File: config.mk
export PLATFORM = sky130hd
export DESIGN_NAME = mfclk_align
export DESIGN_NICKNAME = d
export VERILOG_FILES = /design/src/rtl/mfclk_pkg.sv /design/src/rtl/mfclk_sysref_sync.sv /design/src/rtl/mfclk_counter.sv /design/src/rtl/mfclk_align_ctrl.sv /design/src/rtl/mfclk_align.sv
export SDC_FILE = /design/constraint.sdc
export NUM_CORES = 1
export LEC_CHECK = 0
export BUFFER_PORTS_ARGS = -buffer_cell sky130_fd_sc_hd__buf_2
export CAP_MARGIN = 20
export CORE_ASPECT_RATIO = 0.7
export CORE_MARGIN = 4
export CORE_UTILIZATION = 26
export CTS_CLUSTER_DIAMETER = 30
export DETAILED_ROUTE_END_ITERATION = 6
export HOLD_SLACK_MARGIN = 0.12
export SYNTH_ARGS = -nofsm -noshare
export SYNTH_HDL_FRONTEND = slang
export SYNTH_SLANG_ARGS = --single-unit
File: constraint.sdc
create_clock -name clk -period 1.6 [get_ports clk]
set_input_delay 0.08 -clock clk [delete_from_list [all_inputs] [get_ports clk]]
set_output_delay 0.08 -clock clk [all_outputs]
set_load 0.005 [all_outputs]
File: src/rtl/mfclk_pkg.sv
package mfclk_pkg;

    typedef enum logic [1:0] {
        OCT_1 = 2'd0,
        OCT_2 = 2'd1,
        OCT_4 = 2'd2,
        OCT_8 = 2'd3
    } frame_oct_e;

    typedef enum logic {
        DET_CONT   = 1'b0,
        DET_SINGLE = 1'b1
    } det_mode_e;

    typedef struct packed {
        logic armed;
        logic phase_err;
    } align_stat_t;

    // Last count of a multiframe: K frames * F octets / octets per clock - 1
    function automatic int unsigned mf_last(frame_oct_e sel,
                                            int unsigned k_frames,
                                            int unsigned oct_per_clk);
        int unsigned per;
        case (sel)
            OCT_1:   per = (k_frames * 1) / oct_per_clk;
            OCT_2:   per = (k_frames * 2) / oct_per_clk;
            OCT_4:   per = (k_frames * 4) / oct_per_clk;
            default: per = (k_frames * 8) / oct_per_clk;
        endcase
        return per - 1;
    endfunction

endpackage

File: src/rtl/mfclk_sysref_sync.sv
module mfclk_sysref_sync #(
    parameter int unsigned STAGES = 2
) (
    input  logic clk,
    input  logic rst,
    input  logic sysref_in,
    output logic rise
);
    logic [STAGES-1:0] chain;
    logic              prev;

    generate
        if (STAGES == 1) begin : g_one
            always_ff @(posedge clk) begin
                if (rst) chain <= '0;
                else     chain <= sysref_in;
            end
        end else begin : g_many
            always_ff @(posedge clk) begin
                if (rst) chain <= '0;
                else     chain <= {chain[STAGES-2:0], sysref_in};
            end
        end
    endgenerate

    always_ff @(posedge clk) begin
        if (rst) prev <= 1'b0;
        else     prev <= chain[STAGES-1];
    end

    assign rise = chain[STAGES-1] & ~prev;

    // a rising edge is a single-cycle event
    p_rise_single_r1: assert property (@(posedge clk) disable iff (rst)
        rise |=> !rise);

endmodule

File: src/rtl/mfclk_counter.sv
module mfclk_counter
    import mfclk_pkg::*;
#(
    parameter int unsigned CNT_W          = 6,
    parameter int unsigned K_FRAMES       = 32,
    parameter int unsigned OCTETS_PER_CLK = 4
) (
    input  logic             clk,
    input  logic             rst,
    input  frame_oct_e       fsel,
    input  logic             load,
    output logic [CNT_W-1:0] cnt,
    output logic             at_last,
    output logic             mf_start
);
    logic [CNT_W-1:0] last_v;

    assign last_v   = CNT_W'(mf_last(fsel, K_FRAMES, OCTETS_PER_CLK));
    assign at_last  = (cnt >= last_v);
    assign mf_start = (cnt == '0);

    always_ff @(posedge clk) begin
        if (rst)          cnt <= '0;
        else if (load)    cnt <= '0;
        else if (at_last) cnt <= '0;
        else              cnt <= cnt + CNT_W'(1);
    end

    // a realign loads zero
    p_load_zero_r4: assert property (@(posedge clk) disable iff (rst)
        load |=> (cnt == '0));
    // free counting steps by one below the last value
    p_step_r2: assert property (@(posedge clk) disable iff (rst)
        (!load && cnt < last_v) |=> (cnt == $past(cnt) + CNT_W'(1)));
    // at or beyond the last value the count wraps
    p_wrap_r10: assert property (@(posedge clk) disable iff (rst)
        (!load && cnt >= last_v) |=> (cnt == '0));

endmodule

File: src/rtl/mfclk_align_ctrl.sv
module mfclk_align_ctrl
    import mfclk_pkg::*;
#(
    parameter int unsigned CNT_W = 6,
    parameter int unsigned DLY_W = 8
) (
    input  logic             clk,
    input  logic             rst,
    input  logic             rise,
    input  det_mode_e        mode,
    input  logic             arm,
    input  logic [CNT_W-1:0] cnt,
    input  logic             at_last,
    output logic             load,
    output align_stat_t      stat,
    output logic [DLY_W-1:0] dly
);
    logic off_bound;

    assign load      = rise & ((mode == DET_CONT) | stat.armed);
    assign off_bound = rise & (mode == DET_CONT) & ~at_last;

    always_ff @(posedge clk) begin
        if (rst) begin
            stat <= '0;
            dly  <= '0;
        end else begin
            if (load) dly <= DLY_W'(cnt);
            if (arm)       stat.armed <= 1'b1;
            else if (rise) stat.armed <= 1'b0;
            if (off_bound) stat.phase_err <= 1'b1;
            else if (arm)  stat.phase_err <= 1'b0;
        end
    end

    // arming takes effect on the next edge
    p_arm_sets_r7: assert property (@(posedge clk) disable iff (rst)
        arm |=> stat.armed);
    // a detected edge disarms
    p_edge_disarms_r7: assert property (@(posedge clk) disable iff (rst)
        (rise && !arm) |=> !stat.armed);
    // unarmed single mode never realigns
    p_single_ignore_r6: assert property (@(posedge clk) disable iff (rst)
        (mode == DET_SINGLE && !stat.armed) |-> !load);
    // the error flag is sticky until arm
    p_err_sticky_r5: assert property (@(posedge clk) disable iff (rst)
        (stat.phase_err && !arm) |=> stat.phase_err);
    // a boundary-aligned state raises no error
    p_on_bound_r5: assert property (@(posedge clk) disable iff (rst)
        (!stat.phase_err && at_last) |=> !stat.phase_err);
    // the delay count holds the pre-load count
    p_snap_r8: assert property (@(posedge clk) disable iff (rst)
        load |=> (dly == DLY_W'($past(cnt))));

endmodule

File: src/rtl/mfclk_align.sv
module mfclk_align
    import mfclk_pkg::*;
#(
    parameter int unsigned K_FRAMES       = 32,
    parameter int unsigned OCTETS_PER_CLK = 4,
    parameter int unsigned MAX_F          = 8,
    parameter int unsigned SYNC_STAGES    = 2,
    parameter int unsigned DLY_W          = 8,
    localparam int unsigned CNT_W         = $clog2(K_FRAMES * MAX_F / OCTETS_PER_CLK)
) (
    input  logic             clk,
    input  logic             rst,
    input  logic             sysref_in,
    input  logic [1:0]       frame_oct_sel,
    input  logic             single_mode,
    input  logic             arm,
    output logic [CNT_W-1:0] mf_count,
    output logic             mf_start,
    output logic             armed,
    output logic             phase_err,
    output logic [DLY_W-1:0] rel_dly
);
    logic        rise;
    logic        load;
    logic        at_last;
    align_stat_t stat;
    frame_oct_e  fsel;
    det_mode_e   mode;

    assign fsel = frame_oct_e'(frame_oct_sel);
    assign mode = det_mode_e'(single_mode);

    mfclk_sysref_sync #(
        .STAGES (SYNC_STAGES)
    ) u_sync (
        .clk       (clk),
        .rst       (rst),
        .sysref_in (sysref_in),
        .rise      (rise)
    );

    mfclk_counter #(
        .CNT_W          (CNT_W),
        .K_FRAMES       (K_FRAMES),
        .OCTETS_PER_CLK (OCTETS_PER_CLK)
    ) u_cnt (
        .clk      (clk),
        .rst      (rst),
        .fsel     (fsel),
        .load     (load),
        .cnt      (mf_count),
        .at_last  (at_last),
        .mf_start (mf_start)
    );

    mfclk_align_ctrl #(
        .CNT_W (CNT_W),
        .DLY_W (DLY_W)
    ) u_ctrl (
        .clk     (clk),
        .rst     (rst),
        .rise    (rise),
        .mode    (mode),
        .arm     (arm),
        .cnt     (mf_count),
        .at_last (at_last),
        .load    (load),
        .stat    (stat),
        .dly     (rel_dly)
    );

    assign armed     = stat.armed;
    assign phase_err = stat.phase_err;

    // boundary strobe coincides with a zero count
    p_start_r3: assert property (@(posedge clk) disable iff (rst)
        $rose(mf_start) |-> (mf_count == '0));

endmodule

==> results by group <==
Power and ir drop
  – VDD IR max: 0.000793 V
  – PwrDens: 877 nW/um^2
  – Static Leak: 0.000446 uW

Job
  – Number of max-cap violations: 0

Worst setup path
  – Crit-path slowest cell: a211oi_1
  – Top fanout value on the critical path: 6
  – Crit path kind: flop to flop
  – Startpoint Class: flop
  – Critical Path Sink Type: flop
  – Crit path max-delay family: compound AO/OA/AOI/OAI gates
  – Worst-path cell chain: ha_1 -> a211oi_1 -> o221ai_2 -> a21oi_2
  – CP required: 1780 ps
  – Bufs and invs on worst path: 0
  – Critical path's largest stage delay: 380 ps
  – Worst EP arrival: 1650 ps

Floorplan
  – Initial core utilization: 28.6%
  – Die Wd: 71.9 um
  – Die height: 52.7 um
  – Die area: 3790 sq um
  – Area of the core: 2590 sq um
  – Cell Rows: 15
  – IO Pins: 24

Route
  – Iteration-0 DRC Markers: 19
  – DR pass1 iterations: 4
  – Post-DR vias/cell: 4.52
  – Post-route DRC: 0
  – Total number of vias: 669
  – DRT antenna net count: 0
  – Avg WL per Cell: 12.0 um
  – Final WL: 1780 um

Synth
  – Main synth FF type: dfxtp_1
  – Most numerous cell in the Yosys netlist: dfxtp_1
  – Post-synth EDFFs: 0
  – Cell taking the most area after synthesis: dfxtp_1
  – Synth Area in XOR/XNOR: 3.54%
  – Synth Area in Compound Gates: 15.5%
  – Syn Std Cell Area: 742 sq um
  – Synth Area in Adders: 8.43%
  – Async S/R FF share, synth: 0%
  – Multiplexer share of the synthesized area: 0%
  – Post-synthesis register bit count: 17
  – Synth Area in Simple Gates: 20.6%
  – Sequential fraction of the synthesis area: 45.9%
  – Top cells by count, synth: dfxtp_1 (17), o21ai_0 (8), a21oi_1 (7), nand3_1 (7), nor2_1 (7)
  – Largest family of logic cells by synthesized area: simple AND/OR/NAND/NOR gates
  – Area share of the largest cell type after synthesis: 45.9%
  – Unique masters post-synth: 25
  – Yosys synthesis warning count: 0
  – Synth area leaders: dfxtp_1 (46%), ha_1 (8.4%), o21ai_0 (5.4%), a21oi_1 (4.7%), nand3_1 (4.7%)
  – Synth Area per Inst: 8.83 sq um
  – Cells after Synth: 84

Cells and area
  – Ant diodes: 0
  – Synth-to-Final Area Change: 33.1%
  – Final nets: 127
  – Share of cells above drive strength 1: 28.9%
  – # fillers: 264

STA
  – # setup viols final: 0
  – Fin. Hold Viols: 0
  – Max Transition Viols Final: 0
  – Tightest Pin Transition: 500 ps
  – Fin Setup TNS: 0 ps
  – Final Skew: 0.580 ps
  – Worst slew margin: 66.6%
  – Minimum clock period: 1470 ps
  – Fin crit share: 91.9%
  – RSZ-0062 raised after global routing: false
  – Fmax: 0.680 GHz
  – Final setup margin: 129 ps

Place
  – Hpwl dp: 1370 um
  – Post-place setup slack: 60.9 ps
  – RD Place Congestion: 0.732
  – IO Port Bufs: 21

CTS
  – CTS Sinks: 17
  – Clk_lat worst skew: 250 ps
  – Post-CTS setup repair buffer count: 0
  – Clock root cell: clkbuf_8
  – CTS clk-pin slew, worst paths: 60 ps
  – H-tree Lvls: 1
  – Buffers from clock root to sink, at most: 2
  – CTS buffer count: 3
  – TritonCTS clock tree: yes

Global routing
  – Initial antenna violation count: 0
  – Number of global-route vias before repair: 681
  – GRT Total Usage: 10.9%
  – Grt ovf: 0
  – Global-route wire length before repair: 3200 um
  – Largest net degree at the start of global routing: 13

Min path
  – Min-delay worst type: primary input to flop

Run status
  – Status: complete, no violations
## final cells by class
class / instances / area [sq um] / area share (%)
multi-input cells: 59 / 370 / 37.5
clock buffers: 4 / 45.0 / 4.56
flip-flops and latches: 17 / 340 / 34.5
inverters: 5 / 18.8 / 1.90
well taps: 34 / 42.5 / 4.31
repair buffers: 29 / 170 / 17.2
## metal layers
metal  vias up  part of all wire, %  GRT usage [%]
li1        341                    -              -
met2        21                   42           16.0
met3         0                  7.3           4.21
met4         0                    0           3.13
met5         -                    0              0
met1       307                   51           14.6
## power by group
| part | internal, uW | switching, uW | total [uW] | leakage (uW) |
|---|---|---|---|---|
| registers | 437 | 9.65 | 447 | 0.000138 |
| clock network | 176 | 139 | 316 | 0.0000228 |
| logic | 47.8 | 55.9 | 104 | 0.000285 |
## cells in the final DEF (no fill, tap or decap), types with 4 or more instances in the layout
cell type,synthesis,routed
nand3_1,7,7
a21oi_1,7,7
dfxtp_1,17,17
nor2_1,7,7
ha_1,5,5
nor2b_1,4,4
o21ai_0,8,8
buf_4,2,6
inv_1,5,5
buf_2,0,21
## final timing paths
kind	startpoint	endpoint	slack (ps)	cells past startpoint
worst min-delay path	rst	u_ctrl.dly[4]	150	2
worst min register to register	u_sync.chain[0]	u_sync.chain[1]	440	1
worst max-delay path	u_cnt.cnt[5]	u_cnt.cnt[5]	130	4
worst max register to register	u_cnt.cnt[5]	u_cnt.cnt[5]	130	4
## state kept, by name, indices dropped and copies added (netlist names)
register      cells
u_cnt.cnt         6
u_ctrl.dly        6
u_ctrl.stat       2
u_sync.chain      2
u_sync.prev       1
## per-stage QoR
step	utilization [%]	hold WS (ps)	std cells	power, uW	cell area (sq um)
2_1_floorplan	-	152	85	511	746
6_report	38.1	151	148	866	987
3_3_place_gp	35.4	287	142	553	916
5_1_grt	38.1	182	148	912	987
4_1_cts	37.9	151	148	870	981
3_5_place_dp	35.4	298	142	556	916
## what timing repair did
| action | in CTS | in global routing |
|---|---|---|
| hold buffers | 2 | 0 |
| endpoints found under the setup margin | 0 | 6 |
| gates resized for setup | 0 | 1 |
| endpoints found under the hold margin | 3 | 0 |
## logic make-up (layout without fill, tap and decap cells)
| family | after synthesis | after routing |
|---|---|---|
| AOI/OAI and AO/OA | 20 | 20 |
| xor gates and xnor gates | 3 | 3 |
| adders and majority gates | 5 | 5 |
| buffers and inverters | 9 | 38 |
| DFF | 17 | 17 |
| other | 1 | 2 |
| and+or+nand+nor | 29 | 29 |
Power figures use the tool's default switching activity.
